==> config.mk <==
export PLATFORM = sky130hd
export DESIGN_NAME = stack_seq
export DESIGN_NICKNAME = d
export VERILOG_FILES = /design/src/rtl/stack_seq_pkg.sv /design/src/rtl/stk_frame_addr.sv /design/src/rtl/stk_region_chk.sv /design/src/rtl/stk_byte_mux.sv /design/src/rtl/stack_seq.sv
export SDC_FILE = /design/constraint.sdc
export NUM_CORES = 1
export LEC_CHECK = 0
export ABC_CLOCK_PERIOD_IN_PS = 3550
export BUFFER_PORTS_ARGS = -buffer_cell sky130_fd_sc_hd__buf_2
export CAP_MARGIN = 20
export CORE_MARGIN = 1
export CORE_UTILIZATION = 30
export DETAILED_ROUTE_END_ITERATION = 10
export SETUP_SLACK_MARGIN = 0.3
export SYNTH_ARGS = -nofsm -noshare
export SYNTH_HDL_FRONTEND = slang
export SYNTH_SLANG_ARGS = --single-unit
==> constraint.sdc <==
create_clock -name clk -period 3.55 [get_ports clk]
set_input_delay 0.8875 -clock clk [delete_from_list [all_inputs] [get_ports clk]]
set_output_delay 0.8875 -clock clk [all_outputs]
set_load 0.02 [all_outputs]
==> src/rtl/stack_seq_pkg.sv <==
package stack_seq_pkg;

   typedef enum logic [2:0] {
      OP_PUSH = 3'd0,
      OP_POP  = 3'd1,
      OP_CALL = 3'd2,
      OP_RET  = 3'd3,
      OP_IENT = 3'd4,
      OP_RETI = 3'd5
   } stk_op_e;

   function automatic logic op_legal(input logic [2:0] code);
      return code <= 3'd5;
   endfunction

   // frame-saving commands descend from SP, restoring ones ascend
   function automatic logic op_is_write(input stk_op_e op);
      return (op == OP_PUSH) || (op == OP_CALL) || (op == OP_IENT);
   endfunction

   function automatic logic [1:0] op_len(input stk_op_e op);
      return ((op == OP_IENT) || (op == OP_RETI)) ? 2'd3 : 2'd2;
   endfunction

endpackage

==> src/rtl/stk_frame_addr.sv <==
module stk_frame_addr #(
   parameter int AW = 16
) (
   input  logic [AW-1:0] sp_cur,
   input  logic          is_wr,
   input  logic [1:0]    idx,
   output logic [AW-1:0] addr
);
   // saves walk downward from SP-1, restores walk upward from SP
   always_comb begin
      if (is_wr) addr = sp_cur - AW'(idx) - AW'(1);
      else       addr = sp_cur + AW'(idx);
   end
endmodule

==> src/rtl/stk_region_chk.sv <==
module stk_region_chk #(
   parameter int          AW      = 16,
   parameter bit          CHK_SFR = 1'b1,
   parameter int unsigned SFR_LO  = 32'hFF00,
   parameter int unsigned SFR_HI  = 32'hFFFF,
   parameter bit          CHK_ROM = 1'b1,
   parameter int unsigned ROM_LO  = 32'h0000,
   parameter int unsigned ROM_HI  = 32'h7FFF
) (
   input  logic [AW-1:0] addr,
   output logic          hit
);
   logic sfr_hit, rom_hit;

   // offset-from-base compare avoids a constant lower-bound test
   generate
      if (CHK_SFR) begin : g_sfr
         assign sfr_hit = (addr - AW'(SFR_LO)) <= AW'(SFR_HI - SFR_LO);
      end else begin : g_nosfr
         assign sfr_hit = 1'b0;
      end
      if (CHK_ROM) begin : g_rom
         assign rom_hit = (addr - AW'(ROM_LO)) <= AW'(ROM_HI - ROM_LO);
      end else begin : g_norom
         assign rom_hit = 1'b0;
      end
   endgenerate

   assign hit = sfr_hit | rom_hit;
endmodule

==> src/rtl/stk_byte_mux.sv <==
module stk_byte_mux
   import stack_seq_pkg::*;
#(
   parameter int DW = 8
) (
   input  stk_op_e         op,
   input  logic [1:0]      idx,
   input  logic [2*DW-1:0] pc,
   input  logic [DW-1:0]   psw,
   input  logic [2*DW-1:0] rp,
   output logic [DW-1:0]   wbyte
);
   always_comb begin
      unique case (op)
         OP_PUSH: wbyte = (idx == 2'd0) ? rp[2*DW-1:DW] : rp[DW-1:0];
         OP_CALL: wbyte = (idx == 2'd0) ? pc[2*DW-1:DW] : pc[DW-1:0];
         OP_IENT: begin
            if      (idx == 2'd0) wbyte = psw;
            else if (idx == 2'd1) wbyte = pc[2*DW-1:DW];
            else                  wbyte = pc[DW-1:0];
         end
         default: wbyte = '0;
      endcase
   end
endmodule

==> src/rtl/stack_seq.sv <==
module stack_seq
   import stack_seq_pkg::*;
#(
   parameter int          AW      = 16,
   parameter int          DW      = 8,
   parameter bit          CHK_SFR = 1'b1,
   parameter int unsigned SFR_LO  = 32'hFF00,
   parameter int unsigned SFR_HI  = 32'hFFFF,
   parameter bit          CHK_ROM = 1'b1,
   parameter int unsigned ROM_LO  = 32'h0000,
   parameter int unsigned ROM_HI  = 32'h7FFF
) (
   input  logic            clk,
   input  logic            rst_n,
   input  logic            sp_load,
   input  logic [AW-1:0]   sp_load_val,
   input  logic            cmd_valid,
   input  logic [2:0]      cmd_op,
   input  logic [2*DW-1:0] pc_in,
   input  logic [DW-1:0]   psw_in,
   input  logic [2*DW-1:0] rp_in,
   output logic [AW-1:0]   mem_addr,
   output logic            mem_we,
   output logic            mem_re,
   output logic [DW-1:0]   mem_wdata,
   input  logic [DW-1:0]   mem_rdata,
   output logic            busy,
   output logic            done,
   output logic [2*DW-1:0] pc_out,
   output logic [DW-1:0]   psw_out,
   output logic [2*DW-1:0] rp_out,
   output logic [AW-1:0]   sp,
   output logic            sp_valid,
   output logic            err_region,
   output logic            err_nosp
);
   localparam int WW = 2 * DW;

   generate
      if (AW < 2) begin : g_bad_aw
         $error("stack_seq: AW must be at least 2");
      end
      if (SFR_LO > SFR_HI) begin : g_bad_sfr
         $error("stack_seq: SFR window bounds reversed");
      end
      if (ROM_LO > ROM_HI) begin : g_bad_rom
         $error("stack_seq: ROM window bounds reversed");
      end
   endgenerate

   logic            busy_q, done_q, ok_q, erracc_q, errreg_q, nosp_q;
   logic [1:0]      idx_q, len_q;
   stk_op_e         op_q;
   logic [AW-1:0]   sp_q;
   logic [WW-1:0]   pc_sv, rp_sv, pc_q, rp_q;
   logic [DW-1:0]   psw_sv, psw_q;
   logic            wr, accept, start, hit;
   logic [AW-1:0]   faddr;
   logic [DW-1:0]   wbyte;

   assign wr     = op_is_write(op_q);
   assign accept = cmd_valid && !busy_q && !sp_load && op_legal(cmd_op);
   assign start  = accept && ok_q;

   stk_frame_addr #(.AW(AW)) u_addr (
      .sp_cur(sp_q), .is_wr(wr), .idx(idx_q), .addr(faddr)
   );

   stk_region_chk #(
      .AW(AW), .CHK_SFR(CHK_SFR), .SFR_LO(SFR_LO), .SFR_HI(SFR_HI),
      .CHK_ROM(CHK_ROM), .ROM_LO(ROM_LO), .ROM_HI(ROM_HI)
   ) u_region (
      .addr(faddr), .hit(hit)
   );

   stk_byte_mux #(.DW(DW)) u_mux (
      .op(op_q), .idx(idx_q), .pc(pc_sv), .psw(psw_sv), .rp(rp_sv), .wbyte(wbyte)
   );

   always_ff @(posedge clk or negedge rst_n) begin
      if (!rst_n) begin
         busy_q   <= 1'b0;
         done_q   <= 1'b0;
         ok_q     <= 1'b0;
         erracc_q <= 1'b0;
         errreg_q <= 1'b0;
         nosp_q   <= 1'b0;
         idx_q    <= '0;
         len_q    <= '0;
         op_q     <= OP_PUSH;
         sp_q     <= '0;
         pc_sv    <= '0;
         rp_sv    <= '0;
         psw_sv   <= '0;
         pc_q     <= '0;
         rp_q     <= '0;
         psw_q    <= '0;
      end else begin
         done_q   <= 1'b0;
         errreg_q <= 1'b0;
         nosp_q   <= accept && !ok_q;
         if (sp_load && !busy_q) begin
            sp_q <= sp_load_val;
            ok_q <= 1'b1;
         end
         if (start) begin
            busy_q   <= 1'b1;
            idx_q    <= '0;
            op_q     <= stk_op_e'(cmd_op);
            len_q    <= op_len(stk_op_e'(cmd_op));
            erracc_q <= 1'b0;
            pc_sv    <= pc_in;
            rp_sv    <= rp_in;
            psw_sv   <= psw_in;
         end else if (busy_q) begin
            erracc_q <= erracc_q | hit;
            if (!wr) begin
               unique case (op_q)
                  OP_POP: begin
                     if (idx_q == 2'd0) rp_q[DW-1:0]  <= mem_rdata;
                     else               rp_q[WW-1:DW] <= mem_rdata;
                  end
                  OP_RET, OP_RETI: begin
                     if      (idx_q == 2'd0) pc_q[DW-1:0]  <= mem_rdata;
                     else if (idx_q == 2'd1) pc_q[WW-1:DW] <= mem_rdata;
                     else                    psw_q         <= mem_rdata;
                  end
                  default: ;
               endcase
            end
            if (idx_q == len_q - 2'd1) begin
               busy_q   <= 1'b0;
               done_q   <= 1'b1;
               errreg_q <= erracc_q | hit;
               sp_q     <= wr ? sp_q - AW'(len_q) : sp_q + AW'(len_q);
            end else begin
               idx_q <= idx_q + 2'd1;
            end
         end
      end
   end

   assign mem_addr   = busy_q ? faddr : '0;
   assign mem_we     = busy_q && wr;
   assign mem_re     = busy_q && !wr;
   assign mem_wdata  = (busy_q && wr) ? wbyte : '0;
   assign busy       = busy_q;
   assign done       = done_q;
   assign pc_out     = pc_q;
   assign psw_out    = psw_q;
   assign rp_out     = rp_q;
   assign sp         = sp_q;
   assign sp_valid   = ok_q;
   assign err_region = errreg_q;
   assign err_nosp   = nosp_q;
endmodule

[Word level (Yosys, flattened, before mapping)]
Cells that the tools add are included.
Storage, ports and cells
  input port bits: 71
  logic and storage cells: 98
  flip-flop bits (word level): 109
  output and inout bits: 87
Operators by class
  eq/ne operators: 10
  $lt $le $gt $ge: 3
  bitwise gates (word level): 6
  add/subtract/negate cells: 8
  reductions and logical operators: 25
  multiplexer cells: 28
Operators with widths (count)
  two-way mux 16 bit: 7
  two-way mux 8 bit: 5
  adder 16 x 2 -> 16 bit: 2
  subtractor 16 x 2 -> 16 bit: 2
  one-hot mux 8 bit (3 select lines): 1
  <= comparator 16 x 15 -> 1 bit, second input constant: 1
  <= comparator 16 x 8 -> 1 bit, second input constant: 1
  subtractor 16 x 1 -> 16 bit, second input constant: 1
  subtractor 16 bit, second input constant: 1
  AND reduction 5 bit: 3
  == test 3 bit, second input constant: 4
  two-way mux 1 bit: 12
  AND reduction 6 bit: 2
  logical AND 1 bit: 8
  == test 3 x 2 -> 1 bit, second input constant: 2
  two-way mux 2 bit: 3
  zero test 1 bit: 4
  NOT 1 bit: 4
  == test 3 x 1 -> 1 bit, second input constant: 1
  <= comparator 3 bit, second input constant: 1
  zero test 3 bit: 1
  logical OR 1 bit: 3
  adder 2 x 1 -> 2 bit, second input constant: 1
  == test 2 x 1 -> 1 bit, second input constant: 1
  other kinds (8): 9

[Logic depth before layout (Yosys ltp)]
Gate-level depths: netlist of the first run.
  word-level depth: 11
  mapped depth: 15
  gate-level depth less buffers: 12

[By module]
Synthesis of the first run repeated with hierarchy kept, for this count alone.
Unflattened totals
  cell total of the unflattened synthesis: 670
  area total of the unflattened synthesis: 6433.7 µm²
Modules (own cells, without submodules)
  stack_seq: sequential area each 2727.6 µm², times used 1, cells an instance 530, area an instance 5297.6 µm²
  stk_frame_addr: sequential area each 0.0 µm², times used 1, cells an instance 80, area an instance 595.6 µm²
  stk_byte_mux: sequential area each 0.0 µm², times used 1, cells an instance 57, area an instance 524.3 µm²
  stk_region_chk: sequential area each 0.0 µm², times used 1, cells an instance 3, area an instance 16.3 µm²

[Worst setup path after synthesis of the first run]
Ideal clock, no wire load.
  path kind: register to register
  start: register op_q[1]
  end: register sp_q[14] (netlist: sp[14])
  clock period less this slack: 3157 ps
  path buffers: 3
  stages on the path, launching flop included: 15
  library setup time: 137 ps
  setup slack: 393 ps
  data arrival time: 3020 ps
  required time: 3413 ps
  path through: dfrtp_1 buf_6 a21o_1 buf_6 clkbuf_1 nand2b_1 ha_1 a21o_1 a211oi_1 o21ai_0 a31oi_1 a21oi_1 a21oi_1 xor2_1 o21ai_0
On the way
  cells in the longest elaborated chain, start to end: 7
  elaborated cells between the ends (all ways): 9
  those cells by class: eq/ne: 2; mux: 4; reduce/logical: 3
Ends and longest elaborated chain
  start, declared: line stack_seq.sv:53  | stk_op_e op_q;
  start signal, assigned: line stack_seq.sv:109  | op_q <= stk_op_e'(cmd_op);
  == test 3 x 2 -> 1 bit / zero test 3 bit (equally long branches): line stack_seq_pkg.sv:18  | return (op == OP_PUSH) || (op == OP_CALL) || (op == OP_IENT);
  logical OR 1 bit: line stack_seq_pkg.sv:18
  logical OR 1 bit *: line stack_seq_pkg.sv:18
  two-way mux 16 bit *: line stack_seq.sv:135  | sp_q <= wr ? sp_q - AW'(len_q) : sp_q + AW'(len_q);
  two-way mux 16 bit *: line stack_seq.sv:131  | if (idx_q == len_q - 2'd1) begin
  two-way mux 16 bit *: line stack_seq.sv:115  | end else if (busy_q) begin
  two-way mux 16 bit *: line stack_seq.sv:106  | if (start) begin
  end signal, assigned: line stack_seq.sv:103  | sp_q <= sp_load_val;
  end signal, assigned: line stack_seq.sv:135
  end, declared: line stack_seq.sv:54  | logic [AW-1:0] sp_q;
Mark *: on every way between the ends. The rest lies on a longest branch, timed or not.
A chain may end at the register's enable or synchronous reset.

[Worst setup path after layout of the first run]
  start: register sp_q[0] (netlist: sp[0])
  end: output mem_addr[10]
On the way
  cells in the longest elaborated chain, start to end: 4
  elaborated cells between the ends (all ways): 5
  those cells by class: add/sub: 3; mux: 2
Ends and longest elaborated chain
  subtractor 16 x 2 -> 16 bit: line stk_frame_addr.sv:11  | if (is_wr) addr = sp_cur - AW'(idx) - AW'(1);
  subtractor 16 x 1 -> 16 bit: line stk_frame_addr.sv:11
  two-way mux 16 bit *: line stk_frame_addr.sv:11
  two-way mux 16 bit *: line stack_seq.sv:143  | assign mem_addr = busy_q ? faddr : '0;
  end, declared: line stack_seq.sv:22  | output logic [AW-1:0] mem_addr,
Marked as above.

==> results of run 1 <==
synth_stat cells, types with 12 or more instances:
cell type | instances | area, um2
o21ai_0 | 40 | 200
nand3_1 | 19 | 95.1
a21oi_1 | 38 | 190
xnor2_1 | 12 | 105
clkbuf_1 | 24 | 90.1
nand2_1 | 146 | 548
xor2_1 | 16 | 140
mux2_2 | 43 | 484
dfrtp_1 | 109 | 2730
inv_1 | 18 | 67.6
nor2_1 | 54 | 203
ha_1 | 22 | 275
mux2i_1 | 19 | 190
metal layers:
layer  vias up  share of wire  global-route usage  routed length, um
met5         -              0                   0                  0
met4         0          0.012              0.0416                210
met3        15          0.041              0.0226                715
met2       141           0.46               0.259               7900
met1      2560           0.49               0.232               8430
li1       2648              -                   -                  -
cells by family (layout without fill, tap and decap cells):
kind of cell    Yosys count  after routing  share of synthesized area
simple gates            269            269                      0.196
xor+xnor                 28             28                     0.0395
flops                   109            109                      0.440
compound gates          125            125                      0.123
buf+inv                  54            232                     0.0389
mux                      62             62                      0.109
fa+ha+maj                25             25                     0.0541
stage by stage:
stage	hold WS (ns)	instance area, um2	std cells	setup WS, ns
after global routing	0.499	8000	1120	0.100
after floorplan	0.429	6200	672	0.393
after CTS	0.476	7890	1117	0.140
after detailed placement	0.455	7350	1087	0.317
after global placement	0.446	7350	1087	0.434
final	0.477	8000	1120	0.199
layout make-up:
class / count / share of cell area
well taps: 270 / 0.0422
inverters: 19 / 0.00922
clock buffers: 9 / 0.0281
multi-input cells: 509 / 0.426
flip-flops and latches: 109 / 0.342
repair buffers: 197 / 0.143
clock inverters: 7 / 0.00969
timing repair:
action,CTS,global route
gates resized for setup,29,26
setup endpoints to repair,12,22
setup buffers,14,3
pin swaps,13,9
worst min-delay path: stages, from the launching register on:
cell	delay, ns
dfrtp_1	0.33
inv_1	0.07
nand2_1	0.06
worst paths after layout:
check,startpoint,to,depth (start not counted)
hold / removal,len_q[1],len_q[1],2
setup / recovery,sp[0],mem_addr[10],9
min in group asynchronous,rst_n,psw_sv[0],2
hold reg to reg,len_q[1],len_q[1],2
setup reg to reg,op_q[2],sp[11],13
max in group asynchronous,rst_n,sp[8],2
power by group:
part / switching [mW] / internal, mW
clock: 0.526 / 0.501
sequential: 0.467 / 1.83
combinational: 2.96 / 2.15
total: 3.95 / 4.48
sequential cells by signal, indices dropped and copies added, names as in the netlist:
signal	count
pc_sv	16
sp	16
idx_q	2
erracc_q	1
rp_out	16
sp_valid	1
psw_sv	8
pc_out	16
rp_sv	16
busy	1
op_q	3
err_nosp	1
err_region	1
len_q	2
psw_out	8
done	1
==> summary.txt, run 1 <==
Run status
  • Outcome: finished, final reports clean

Die
  • I/O pins: 158
  • Die Y: 146 um
  • Effective utilization at floorplan: 0.306
  • Placeable Area: 0.0202 mm2
  • Die area: 0.0212 mm2
  • Row count: 52
  • DIE WIDTH: 146 um

GRT
  • Total GRT Usage: 0.163
  • Grt total ovfl: 0
  • Initial antenna violation count: 0
  • First-pass GRT wire length: 27500 um
  • Vias in the first global route: 5117
  • Largest net degree at the start of global routing: 110

Yosys
  • Sequential share of the synthesized area: 0.440
  • Synthesized cell area: 0.00620 mm2
  • Post-synth EDFFs: 0
  • Synth Flop Type: dfrtp_1
  • Number of synthesized register bits: 109
  • Library cells used by synthesis: 59
  • Yosys warns: 0
  • Syn Area/Cell: 9.23 um2
  • Post-Syn Instances: 672
  • FFs w/ async S/R, synth: 1.00
  • Post-synth net total: 768

Place
  • Post-DP HPWL: 12200 um
  • Port-buffer cells: 157
  • Gpl congestion: 0.810

Timing
  • Final setup TNS: 0 ns
  • Final-report hold violation count: 0
  • Minimum clock period: 3.35 ns
  • RSZ-0062 raised after global routing: true
  • Slew Limit Fails: 0
  • Skew final: 0.00796 ns
  • Tightest Pin Transition: 0.855 ns
  • Final setup fails: 0
  • Final period utilization: 0.944
  • FMAX: 0.298 GHz
  • Slew margin rel.: 0.427

Pwr
  • Worst vdd ir: 0.000333 V
  • P_leak: 3.84 nW
  • PnR Total Power: 8.43 mW
  • Pwr/cell area: 1050 mW/mm2

Clock tree
  • CTS root buffer: clkbuf_16
  • CTS tree: built
  • Clk sinks: 109
  • Worst-Skew Late Latency: 0.36 ns
  • CTS clk-pin slew, worst paths: 0.08 ns
  • Hold_buf cts: 0
  • H-tree Lvls: 3
  • Clock Tree Buf Depth: 2
  • TritonCTS Buffers: 9

Critical path
  • CP dominant cell by count: buf_4
  • Worst-path cell chain: ha_4 > fa_2 > nor4_4 > a22oi_4 > buf_4 > a21oi_4 > xnor2_2 > nor2_1 > buf_4
  • Crit path max fanout: 4
  • WS Path Type: reg2out
  • CP peak stage delay: 0.44 ns
  • Type of element launching the critical path: flop
  • Critical path's slowest cell: dfrtp_1
  • Crit path required time: 2.66 ns
  • Arr. time, crit path: 2.46 ns
  • Worst reg2reg setup slack: 0.57 ns
  • CP delay by family, top: adder cells
  • CP Capture Type: output port
  • Count of buffer and inverter cells on the critical path: 2

Drt
  • Vias per cell: 4.79
  • WL final: 17300 um
  • Drt drc: 0
  • Via count: 5364
  • DR iter-0 viols: 310
  • Routed Antenna Nets: 0
  • DRT Pass-1 Iters: 6
  • WL per Instance: 15.4 um

Cells and area
  • Diodes inserted: 0
  • Most common cell after layout, fill and taps aside: buf_2
  • Fin util: 0.396
  • Most frequent cells in the layout: 149 x buf_2, 145 x nand2_1, 103 x dfrtp_1
  • Synthesis-to-layout area growth: 29.1%
  • Storage element area: 0.00274 mm2
  • Multi-input logic area: 0.00341 mm2
  • Fill cells: 2056
  • Layout cells sized above 1: 0.365
  • Final net count: 941

Worst hold path
  • Worst min path class: reg2reg

Job
  • Number of max-cap violations: 0
(Power assumes the default switching activity.)
==> run 2, diff against run 1 <==
--- a/config.mk
+++ b/config.mk
@@ -9,7 +9,7 @@
 export BUFFER_PORTS_ARGS = -buffer_cell sky130_fd_sc_hd__buf_2
 export CAP_MARGIN = 20
 export CORE_MARGIN = 1
-export CORE_UTILIZATION = 30
+export CORE_UTILIZATION = 40
 export DETAILED_ROUTE_END_ITERATION = 10
 export SETUP_SLACK_MARGIN = 0.3
 export SYNTH_ARGS = -nofsm -noshare
==> constraint.sdc (replaced) <==
create_clock -name clk -period 3.55 [get_ports clk]
set_input_delay 0.1775 -clock clk [delete_from_list [all_inputs] [get_ports clk]]
set_output_delay 0.1775 -clock clk [all_outputs]
set_load 0.02 [all_outputs]
==> run 2 against run 1 <==
  * Count of clock-buffer cells in the layout rose by 1
  * Global-route usage increased by 4.3 points
  * Sequential power rose by 3%
  * Maximum frequency rose by 9.2%
  * Clock power fell by 7%
  * Combinational power decreased by 11%
  * Critical path depth up 3
  * Clock skew grew 0.0044 ns
  * Worst setup slack better by 0.28 ns
  * Power down 6.5%
  * Wire length down 6.8%
  * First-iteration DRC count shrank 27%
  * Critical path type is now reg2reg
==> summary.txt, run 2 (same netlist as run 1, synthesis figures left out) <==
Timing
  • Skew final: 0.0124 ns (+0.00443 ns)
  • Slew margin rel.: 0.431 (+0.00414)
  • Final setup TNS: 0 ns (unchanged)
  • Final setup fails: 0 (unchanged)
  • Final-report hold violation count: 0 (unchanged)
  • Slew Limit Fails: 0 (unchanged)
  • FMAX: 0.326 GHz (+9.2%)
  • RSZ-0062 raised after global routing: false
  • Minimum clock period: 3.07 ns (-0.281 ns)
  • Final period utilization: 0.865 (-0.0792)
  • Tightest Pin Transition: 0.853 ns (-0.00155 ns)
  • Hold Slack: 0.0151 ns (-0.462 ns)

Critical path
  • Crit path max fanout: 4 (unchanged)
  • Type of element launching the critical path: flop
  • Crit path required time: 3.77 ns (+1.11 ns)
  • CP Capture Type: flop
  • Arr. time, crit path: 3.29 ns (+0.83 ns)
  • WS Path Type: reg2reg

Place
  • Post-Place Cell Area: 0.00716 mm2 (-2.5%)
  • Dpl cells: 996 (-8.4%)
  • Gpl congestion: 0.907 (+12%)
  • Port-buffer cells: 157 (unchanged)
  • Post-DP HPWL: 12000 um (-1.5%)

Pwr
  • Switching pwr: 3.72 mW (-5.9%)
  • PnR Total Power: 7.88 mW (-6.5%)
  • P_leak: 3.72 nW (-3.2%)
  • Internal power: 4.16 mW (-7.0%)
  • Sequential power share: 0.300 (+0.028)
  • Clk pwr share: 0.122 (about the same)
  • Sw Ratio: 0.472 (+0.00296)
  • Combinational share of power: 0.578 (-0.028)
  • Worst vdd ir: 0.000329 V (-1.1%)
  • Pwr/cell area: 1050 mW/mm2 (-0.55%)

Cells and area
  • Most common cell after layout, fill and taps aside: buf_2
  • Finished Cell Area: 0.00752 mm2 (-6.0%)
  • Layout cells sized above 1: 0.301 (-0.0639)
  • Diodes inserted: 0 (unchanged)
  • Synthesis-to-layout area growth: 21.3%
  • Most frequent cells in the layout: 156 x buf_2, 146 x nand2_1, 109 x dfrtp_1
  • Non-filler cells, final: 1019 (-9.0%)
  • Final net count: 923 (-1.9%)

GRT
  • Vias in the first global route: 5156 (+0.76%)
  • First-pass GRT wire length: 25800 um (-6.2%)
  • Initial antenna violation count: 0 (unchanged)
  • Grt total ovfl: 0 (unchanged)
  • Largest net degree at the start of global routing: 67 (-39%)
  • Total GRT Usage: 0.206 (+0.0431)

Clock tree
  • CTS root buffer: clkbuf_16
  • TritonCTS Buffers: 9 (unchanged)
  • Post-CTS Setup Repair Bufs: 0 (-14)
  • H-tree Lvls: 3 (unchanged)
  • Worst-Skew Late Latency: 0.36 ns (about the same)
  • CTS tree: built
  • Clock Tree Buf Depth: 2 (unchanged)
  • CTS clk-pin slew, worst paths: 0.08 ns (about the same)
  • Clk sinks: 109 (unchanged)

Run status
  • Outcome: finished, final reports clean

Drt
  • WL per Instance: 15.8 um (+2.5%)
  • WL final: 16100 um (-6.8%)
  • DRT Pass-1 Iters: 5 (-1)
  • Via count: 5275 (-1.7%)
  • Drt drc: 0 (unchanged)
  • Routed Antenna Nets: 0 (unchanged)
  • Vias per cell: 5.18 (+8.1%)
  • DR iter-0 viols: 225 (-27%)

Die
  • I/O pins: 158 (unchanged)
  • Placeable Area: 0.0151 mm2 (-25%)
  • Effective utilization at floorplan: 0.409 (+0.103)
  • DIE WIDTH: 127 um (-13%)
  • Die Y: 127 um (-13%)
  • Die area: 0.0160 mm2 (-25%)
  • Row count: 45 (-13%)

Job
  • Number of max-cap violations: 0 (unchanged)

Worst hold path
  • Worst min path class: in2reg
run 2: changes by cell type in the layout (fill, tap and decap cells not counted), sizes merged:
cell,delta
inv,-2
buf,-26
dlygate4sd3,+8
clkinvlp,+1
clkinv,-1
clkbuf,+1
run 2: power by group through the flow:
stage / clock network (mW) / logic, mW / registers, mW
after floorplan: 0 / 3.05 / 2.60
after global placement: 0 / 4.44 / 2.36
after detailed placement: 0 / 4.53 / 2.39
after CTS: 0.988 / 4.55 / 2.37
after global routing: 1.04 / 5.01 / 2.45
final: 0.960 / 4.55 / 2.37
run 2: path summary, 6_finish.rpt:
kind / slack (ns) / to / startpoint / cells past startpoint
min: 0.02 / rp_sv[13] / rp_in[13] / 3
min in group asynchronous: 0.47 / pc_out[9] / rst_n / 2
max reg2reg: 0.48 / sp[14] / len_q[0] / 12
min reg2reg: 0.47 / len_q[1] / len_q[1] / 2
max: 0.48 / sp[14] / len_q[0] / 12
max in group asynchronous: 2.21 / rp_out[7] / rst_n / 3
run 2: through the flow:
| step | setup slack (ns) | util |
|---|---|---|
| floorplan | 0.393 | - |
| global placement | 0.589 | 0.473 |
| detailed placement | 0.491 | 0.473 |
| CTS | 0.468 | 0.496 |
| global route | 0.274 | 0.497 |
| finish | 0.480 | 0.497 |
run 2: per-layer routing:
layer  routed length (um)  track usage  up-vias
met3                  787       0.0401       20
met5                    0            0        -
met1                 7040        0.257     2505
met4                  290       0.0794        0
met2                 7980        0.353      146
li1                     -            -     2604
run 2: area by class of cell:
| class | count | area, um2 |
|---|---|---|
| fill | 1485 | 7620 |
| inverter | 19 | 71.3 |
| timing repair buffer | 179 | 973 |
| multi-input combinational | 509 | 3240 |
| clock inverter | 5 | 36.3 |
| clock buffer | 10 | 239 |
| sequential | 109 | 2730 |
| tap | 188 | 235 |
run 2: timing repair:
action | 4_1_cts | 5_1_grt
hold buffers | 8 | 0
endpoints found under the hold margin | 71 | 0
endpoints found under the setup margin | 0 | 1
gates resized for setup | 0 | 1
run 2: worst max-delay path: stages, from the launching register on:
cell and delay (ns):
dfrtp_1 0.40, inv_1 0.09, ha_1 0.33, a21oi_1 0.12, fa_1 0.45, a21o_1 0.19, a211oi_1 0.31, o21ai_0 0.26
a31oi_2 0.28, a21oi_1 0.11, a21oi_1 0.18, xor2_1 0.14, o21ai_0 0.08
